[src/rtl/cas_fsk_pkg.sv]
package cas_fsk_pkg;
  localparam int unsigned FRAME_BITS = 11;
  localparam logic [7:0]  SYNC_BYTE  = 8'hFF;

  typedef enum logic [1:0] {
    ST_IDLE,
    ST_RUN,
    ST_WAIT
  } blk_state_e;
endpackage

[src/rtl/cas_bit_gen.sv]
module cas_bit_gen #(
  parameter int unsigned HALF_ONE_TICKS  = 3,
  parameter int unsigned HALF_ZERO_TICKS = 6
) (
  input  logic clk_i,
  input  logic rst_ni,
  input  logic load_i,
  input  logic val_i,
  output logic done_o,
  output logic wave_o
);
  localparam int unsigned HMAX = (HALF_ONE_TICKS > HALF_ZERO_TICKS) ? HALF_ONE_TICKS : HALF_ZERO_TICKS;
  localparam int unsigned TW   = $clog2(HMAX + 1);

  logic [TW-1:0] tick_q, half_len;
  logic [1:0]    half_q;
  logic          val_q, act_q, last_tick;

  assign half_len  = val_q ? TW'(HALF_ONE_TICKS - 1) : TW'(HALF_ZERO_TICKS - 1);
  assign last_tick = act_q && (tick_q == half_len);
  assign done_o    = last_tick && (half_q == 2'd3);
  assign wave_o    = act_q & ~half_q[0];

  always_ff @(posedge clk_i or negedge rst_ni) begin
    if (!rst_ni) begin
      tick_q <= '0;
      half_q <= '0;
      val_q  <= 1'b0;
      act_q  <= 1'b0;
    end else if (load_i) begin
      tick_q <= '0;
      half_q <= '0;
      val_q  <= val_i;
      act_q  <= 1'b1;
    end else if (last_tick) begin
      tick_q <= '0;
      half_q <= half_q + 2'd1;
      if (half_q == 2'd3) act_q <= 1'b0;
    end else if (act_q) begin
      tick_q <= tick_q + TW'(1);
    end
  end

  // level holds between half boundaries
  p_half_hold_r1: assert property (@(posedge clk_i) disable iff (!rst_ni)
    (act_q && $past(act_q) && !$past(last_tick) && !$past(load_i)) |-> $stable(wave_o));
endmodule

[src/rtl/cas_frame_ser.sv]
module cas_frame_ser
  import cas_fsk_pkg::*;
(
  input  logic       clk_i,
  input  logic       rst_ni,
  input  logic       load_i,
  input  logic [7:0] byte_i,
  input  logic       bit_done_i,
  output logic       bit_load_o,
  output logic       bit_val_o,
  output logic       frame_done_o
);
  localparam int unsigned CW = $clog2(FRAME_BITS);

  logic [FRAME_BITS-2:0] sh_q;
  logic [CW-1:0]         cnt_q;

  assign bit_load_o   = load_i || (bit_done_i && cnt_q != '0);
  assign bit_val_o    = load_i ? 1'b0 : sh_q[0];
  assign frame_done_o = bit_done_i && (cnt_q == '0);

  always_ff @(posedge clk_i or negedge rst_ni) begin
    if (!rst_ni) begin
      sh_q  <= '1;
      cnt_q <= '0;
    end else if (load_i) begin
      sh_q  <= {2'b11, byte_i};
      cnt_q <= CW'(FRAME_BITS - 1);
    end else if (bit_done_i && cnt_q != '0) begin
      sh_q  <= {1'b1, sh_q[FRAME_BITS-2:1]};
      cnt_q <= cnt_q - CW'(1);
    end
  end

  p_stop_bits_r3: assert property (@(posedge clk_i) disable iff (!rst_ni)
    (bit_load_o && !load_i && cnt_q <= CW'(2)) |-> bit_val_o);
endmodule

[src/rtl/cas_fsk_mod.sv]
module cas_fsk_mod
  import cas_fsk_pkg::*;
#(
  parameter int unsigned HALF_ONE_TICKS  = 3,
  parameter int unsigned HALF_ZERO_TICKS = 6,
  parameter int unsigned SYNC_BYTES      = 16
) (
  input  logic       clk_i,
  input  logic       rst_ni,
  input  logic [7:0] data_i,
  input  logic       last_i,
  input  logic       valid_i,
  output logic       ready_o,
  output logic       wave_o,
  output logic       busy_o
);
  localparam int unsigned SW = $clog2(SYNC_BYTES + 1);

  blk_state_e    st_q;
  logic [7:0]    hold_q;
  logic          full_q, hold_last_q, cur_last_q, last_seen_q;
  logic [SW-1:0] sync_left_q;

  logic       acc, frame_load, frame_done, bit_load, bit_val, bit_done;
  logic [7:0] frame_byte;

  assign acc     = valid_i && ready_o;
  assign ready_o = !full_q && !last_seen_q;
  assign busy_o  = (st_q != ST_IDLE);

  always_comb begin
    frame_load = 1'b0;
    frame_byte = SYNC_BYTE;
    unique case (st_q)
      ST_IDLE: frame_load = acc;
      ST_RUN: if (frame_done) begin
        if (sync_left_q != '0) begin
          frame_load = 1'b1;
        end else if (full_q) begin
          frame_load = 1'b1;
          frame_byte = hold_q;
        end
      end
      ST_WAIT: if (full_q) begin
        frame_load = 1'b1;
        frame_byte = hold_q;
      end
      default: ;
    endcase
  end

  always_ff @(posedge clk_i or negedge rst_ni) begin
    if (!rst_ni) begin
      st_q        <= ST_IDLE;
      hold_q      <= '0;
      full_q      <= 1'b0;
      hold_last_q <= 1'b0;
      cur_last_q  <= 1'b0;
      last_seen_q <= 1'b0;
      sync_left_q <= '0;
    end else begin
      if (acc) begin
        full_q      <= 1'b1;
        hold_q      <= data_i;
        hold_last_q <= last_i;
        if (last_i) last_seen_q <= 1'b1;
      end
      unique case (st_q)
        ST_IDLE: if (acc) begin
          st_q        <= ST_RUN;
          sync_left_q <= SW'(SYNC_BYTES - 1);
        end
        ST_RUN: if (frame_done) begin
          if (sync_left_q != '0) begin
            sync_left_q <= sync_left_q - SW'(1);
          end else if (full_q) begin
            full_q     <= 1'b0;
            cur_last_q <= hold_last_q;
          end else if (cur_last_q) begin
            st_q        <= ST_IDLE;
            cur_last_q  <= 1'b0;
            last_seen_q <= 1'b0;
          end else begin
            st_q <= ST_WAIT;
          end
        end
        ST_WAIT: if (full_q) begin
          full_q     <= 1'b0;
          cur_last_q <= hold_last_q;
          st_q       <= ST_RUN;
        end
        default: st_q <= ST_IDLE;
      endcase
    end
  end

  cas_frame_ser u_ser (
    .clk_i        (clk_i),
    .rst_ni       (rst_ni),
    .load_i       (frame_load),
    .byte_i       (frame_byte),
    .bit_done_i   (bit_done),
    .bit_load_o   (bit_load),
    .bit_val_o    (bit_val),
    .frame_done_o (frame_done)
  );

  cas_bit_gen #(
    .HALF_ONE_TICKS  (HALF_ONE_TICKS),
    .HALF_ZERO_TICKS (HALF_ZERO_TICKS)
  ) u_bit (
    .clk_i  (clk_i),
    .rst_ni (rst_ni),
    .load_i (bit_load),
    .val_i  (bit_val),
    .done_o (bit_done),
    .wave_o (wave_o)
  );

  p_idle_quiet_r5: assert property (@(posedge clk_i) disable iff (!rst_ni)
    !busy_o |-> !wave_o);

  p_one_take_r6: assert property (@(posedge clk_i) disable iff (!rst_ni)
    (valid_i && ready_o) |=> !ready_o);

  p_no_gap_r7: assert property (@(posedge clk_i) disable iff (!rst_ni)
    (frame_done && full_q) |=> wave_o);

  p_block_end_r9: assert property (@(posedge clk_i) disable iff (!rst_ni)
    (st_q == ST_RUN && frame_done && !full_q && cur_last_q && sync_left_q == '0)
      |=> (!busy_o && ready_o));
endmodule

[config.mk]
export PLATFORM = sky130hd
export DESIGN_NAME = cas_fsk_mod
export DESIGN_NICKNAME = d
export VERILOG_FILES = /design/src/rtl/cas_fsk_pkg.sv /design/src/rtl/cas_bit_gen.sv /design/src/rtl/cas_frame_ser.sv /design/src/rtl/cas_fsk_mod.sv
export SDC_FILE = /design/constraint.sdc
export NUM_CORES = 1
export LEC_CHECK = 0
export ABC_AREA = 1
export CAP_MARGIN = 20
export CORE_ASPECT_RATIO = 1.75
export CORE_MARGIN = 3
export CORE_UTILIZATION = 30
export CTS_CLUSTER_DIAMETER = 80
export DETAILED_ROUTE_END_ITERATION = 7
export PLACE_DENSITY = 0.46
export SLEW_MARGIN = 20
export SYNTH_ARGS = -nofsm -noshare
export SYNTH_HDL_FRONTEND = slang
export SYNTH_SLANG_ARGS = --single-unit
[constraint.sdc]
create_clock -name clk_i -period 3.4 [get_ports clk_i]
set_input_delay 0.68 -clock clk_i [delete_from_list [all_inputs] [get_ports clk_i]]
set_output_delay 0.68 -clock clk_i [all_outputs]
set_load 0.02 [all_outputs]
Word level (Yosys, flattened, before mapping) --
Cells that the tools add are included.
Storage, ports and cells: bits of input ports 12, word-level logic and storage cells 103, output and inout bits 3, register bits 40
Cells by class: reduce and logical (&&, ||, !) cells 24, $add $sub $neg 4, equal/unequal tests 10, muxes and demuxes 50, bitwise logic cells 2
Operator list (number):
- 8-bit two-way mux | 3
- 1-bit two-way mux | 22
- 10-bit two-way mux | 2
- 2-bit two-way mux | 8
- 8-bit case mux with 2 select lines | 1
- 5-bit two-way mux | 3
- 3-bit two-way mux | 4
- 2-bit inequality test (second input constant) | 6
- 2-bit nonzero test | 6
- 5-bit case mux with 2 select lines | 1
- 4-bit two-way mux | 2
- 4-bit AND reduction | 2
- 1-bit logical AND | 6
- 2-bit case mux with 3 select lines | 1
- 5-bit AND reduction | 1
- 5-bit nonzero test | 1
- 5-bit by 1-bit subtractor with 5-bit output (second input constant) | 1
- 2-bit == test (second input constant) | 2
- 4-bit logical NOT | 1
- 1-bit case mux with 2 select lines | 2
- 4-bit nonzero test | 1
- 4-bit by 1-bit subtractor with 4-bit output (second input constant) | 1
- 3-bit by 1-bit adder with 3-bit output (second input constant) | 1
- 3-bit == test | 1
- other kinds (10) | 11

Logic depth before layout (Yosys ltp) --
depth after elaboration 10, depth in mapped cells 13, gate-level depth less buffers 13

Modules after synthesis --
A second synthesis with hierarchy kept.
Second synthesis, totals: cells, all modules 301, area total of the unflattened synthesis 2346.0 um^2
By module, submodules not included:
- cas_fsk_mod | instances 1, area each 1242.4 um^2, cells each 169, sequential area each 475.5 um^2
- cas_frame_ser | instances 1, area each 696.9 um^2, cells each 81, sequential area each 310.3 um^2
- cas_bit_gen | instances 1, area each 406.6 um^2, cells each 51, sequential area each 175.2 um^2

Least setup slack after synthesis --
No wires, ideal clock.
path type register to register, start register st_q[1], end register sync_left_q[2], stages on the path, launching flop included 12, slack 1.764 ns, period minus slack after synthesis 1.636 ns, data arrival time 1.512 ns, required time 3.276 ns, library setup time 0.124 ns, buffers on the path 0, path through dfrtp_1 > inv_1 > ha_1 > inv_2 > a21oi_1 > a21oi_1 > nor2_2 > nand2_4 > clkinv_4 > nand2_1 > nand2_1 > nand3_1
On the way: word-level cells in the longest chain between the ends 3, elaborated cells on any way between the ends 8, those cells by class eq/ne: 4; mux: 1; reduce/logical: 3
RTL lines:
- start: declaration | line cas_fsk_mod.sv:19 | blk_state_e st_q;
- start signal: assignment | line cas_fsk_mod.sv:54 | st_q <= ST_IDLE;
- start signal: assignment | line cas_fsk_mod.sv:70 | st_q <= ST_RUN;
- start signal: assignment | line cas_fsk_mod.sv:80 | st_q <= ST_IDLE;
- 2-bit by 1-bit == test with 1-bit output or 2-bit logical NOT (tied branches) | line cas_fsk_mod.sv:68 | unique case (st_q)
- 2-bit inequality test (no source line) or 2-bit nonzero test (tied branches)
- 4-bit AND reduction (no source line)
- end signal: assignment | line cas_fsk_mod.sv:71 | sync_left_q <= SW'(SYNC_BYTES - 1);
- end signal: assignment | line cas_fsk_mod.sv:75 | sync_left_q <= sync_left_q - SW'(1);
- end: declaration | line cas_fsk_mod.sv:22 | logic [SW-1:0] sync_left_q;
Several ways; a longest one is shown, not always the timed one. A chain may end at the register's enable or synchronous reset.

Worst setup path in the final report --
start register st_q[0], end output busy_o
On the way: word-level cells in the longest chain between the ends 1
RTL lines:
- 2-bit nonzero test | line cas_fsk_mod.sv:29 | assign busy_o = (st_q != ST_IDLE);
- end: declaration | line cas_fsk_mod.sv:15 | output logic busy_o
No other way between the ends.

==> key figures <==
CTS
  • Clk root buf: clkbuf_16
  • Hold Buf Count CTS: 0
  • Longest Clk Path Bufs: 2
  • Worst-path clk slew: 0.05 ns
  • Clock Latency Late Sink: 0.28 ns
  • PostCTS Resize Cnt: 0
  • TritonCTS Buffers: 5
  • H-tree levels: 2
  • Clock sinks: 38
  • Number of post-CTS setup repair buffers: 0
  • CTS tree: done

Synthesis
  • Multiplexer share of the synthesized area: 0%
  • Post-Synth XOR/XNOR Area: 2.331%
  • Main area contributors after synthesis: dfrtp_1 (33%), nand2_1 (12%), dfstp_2 (9.3%)
  • Largest family of logic cells by synthesized area: simple AND/OR/NAND/NOR gates
  • Synth Register Bits: 38
  • Cells after synthesis: 282
  • Synth cell types: 32
  • Compound-Gate Fraction of Synth Area: 7.436%
  • Average cell area after synthesis: 7.995 um2
  • Synthesized Nets: 304
  • Synth Area in Adders: 5.549%
  • Post-synth EDFFs: 0
  • Register area share after synthesis: 42.62%
  • Most common flop cell mapped by yosys: dfrtp_1
  • Synth Area in Simple Gates: 34.63%
  • Yosys top cell by area: dfrtp_1
  • Syn. warnings: 0
  • Syn Std Cell Area: 2255 um2
  • Top-area cell type share of the netlist area: 33.30%
  • Async S/R FF share, synth: 100.0%

Floorplanning
  • Initial Utilization: 31.17%
  • Rows: 41
  • Die width: 71.54 um
  • Die ar.: 8633 um2
  • Core Area: 7233 um2
  • Die Ht: 120.7 um
  • # IOs: 15

Critical path
  • Buffers & Inverters on Critical Path: 3
  • Kind of critical path: reg -> out
  • Largest delay share family, worst path: buffers and inverters
  • Worst r2r src: u_ser.cnt_q[0]
  • CP Capture Type: output pin
  • Critical path required time: 2.72 ns
  • Critical path's slowest cell: clkdlybuf4s50_1
  • Crit Path Max Fanout: 4
  • CP Launch Type: flip-flop
  • Crit-path max cell delay: 0.63 ns
  • Worst path most repeated cell: inv_1
  • Crit-path cells: inv_1, ha_1, inv_1, clkdlybuf4s50_1
  • Worst Setup SP: st_q[0]
  • Crit path DAT: 1.76 ns

STA
  • Setup TNS: 0 ns
  • Slew headroom: 41.00%
  • Slew Limit Fails: 0
  • Minimum clock period: 2.442 ns
  • Final setup vio count: 0
  • Fin crit share: 71.83%
  • Hold_ws: 0.4763 ns
  • RSZ-0062 raised after global routing: false
  • Worst Tran Pin Value: 0.8850 ns
  • Fin. Hold Viols: 0
  • Clk_skew: 0.002728 ns
  • Fmax: 0.4095 GHz

Route
  • Initial DRC count: 116
  • Wire per inst: 12.84 um
  • # DRC: 0
  • Drt via density: 4.658
  • Final ANT Viol Nets: 0
  • First-pass detailed-route iteration total: 4
  • Via count: 1,798
  • Detailed Route WL: 4956 um

Finish
  • Share of cells above drive strength 1: 16.33%
  • Most common cell after layout, fill and taps aside: nand2_1
  • Nets: 321
  • Final Util: 36.34%
  • Most frequent cells in the layout: nand2_1 (74), nand3_1 (35), dfrtp_1 (30)
  • FF+latch area: 960.9 um2
  • Final std cells w/o fill: 386
  • Fillers: 756
  • ANT cells: 0
  • Area growth syn-to-layout: 16.59%
  • Area taken by multi-input logic gates: 1126 um2

Worst hold path
  • Hold/Removal Path Class: reg -> reg
  • Hold Startpoint: hold_q[0]

Global routing
  • Antenna violations before repair: 0
  • Total grt overflow: 0
  • Gr usage total: 12.91%
  • First-pass GRT wire length: 8659 um
  • Largest net degree at the start of global routing: 39
  • Vias in the first global route: 1,814

Place
  • HPWL after DPL: 3718 um
  • Dpl cells: 378
  • GPL Wtd Cong: 0.7871
  • IO buf count: 14

Power and ir drop
  • Maximum VDD drop: 395.1 uV
  • PwrDens: 939.1 nW/um2
  • Lkg Pwr: 1.196 nW

Run status
  • Outcome: finished, final reports clean

Job
  • Max_cap viols: 0
==> cell families after synthesis <==
family / after synthesis
adders and majority gates: 10
DFF: 38
AOI/OAI and AO/OA: 30
xor gates and xnor gates: 6
buffers and inverters: 38
and+or+nand+nor: 160
==> final timing paths <==
check,slack (ns),to,depth (start not counted)
setup reg to reg,1.49,u_ser.cnt_q[0],9
max in group asynchronous,2.32,hold_q[6],1
min in group asynchronous,0.52,sync_left_q[0],1
hold / removal,0.48,hold_q[0],2
hold reg to reg,0.48,hold_q[0],2
setup / recovery,0.96,busy_o,4
==> stage by stage <==
| step | power (mW) | setup WS [ns] | area, um2 |
|---|---|---|---|
| after floorplan | 1.682 | 1.764 | 2255 |
| final | 2.469 | 0.9579 | 2629 |
| after CTS | 2.514 | 0.9570 | 2629 |
| after detailed placement | 1.969 | 1.202 | 2466 |
| after global routing | 2.720 | 0.8967 | 2629 |
| after global placement | 1.971 | 1.216 | 2466 |
==> cells in the mapped netlist, types with 2 or more instances <==
cell / n
ha_1: 10
inv_2: 6
nand2_2: 4
o21ai_0: 9
nand3_4: 2
nor3_1: 2
nand4_1: 7
o211ai_1: 2
buf_6: 2
o21ai_1: 4
nor2_2: 7
inv_1: 24
or2_2: 5
nand2_4: 3
dfstp_2: 8
clkinv_1: 2
nand3_1: 35
a21oi_1: 13
nand2_1: 74
dfrtp_1: 30
nand3_2: 2
nor2_1: 17
xor2_1: 5
==> final cells by class <==
type                       count  area share (%)
clock buffer                   7           5.045
clock inverter                 1           1.142
inverter                      33           4.902
multi-input combinational    206           42.84
sequential                    38           36.55
tap                           86           4.093
timing repair buffer          15           5.426
==> metal layers <==
layer	part of all wire [%]	GRT usage [%]	vias to the layer above	routed length, um
li1	-	-	943	-
met2	54	22.87	24	2676
met1	41	14.00	822	2034
met3	2.1	2.496	9	104
met5	0	0	-	0
met4	2.8	7.176	0	141
==> state kept, by name (all words and copies together) (netlist names), 2 cells and up <==
| signal | count |
|---|---|
| u_ser.sh_q | 8 |
| u_bit.tick_q | 3 |
| u_bit.half_q | 2 |
| hold_q | 8 |
| sync_left_q | 5 |
| u_ser.cnt_q | 4 |
| st_q | 2 |
==> power by group <==
part           switching (mW)  internal, mW
clock network           0.176         0.347
registers               0.138         0.690
logic                   0.706         0.412
total                    1.02          1.45
==> tightest hold or removal path, cell delays in order (launching register included) <==
cell     delay, ns
dfrtp_1       0.34
nand2_1       0.05
nand2_1       0.05
Power figures use the tool's default switching activity.
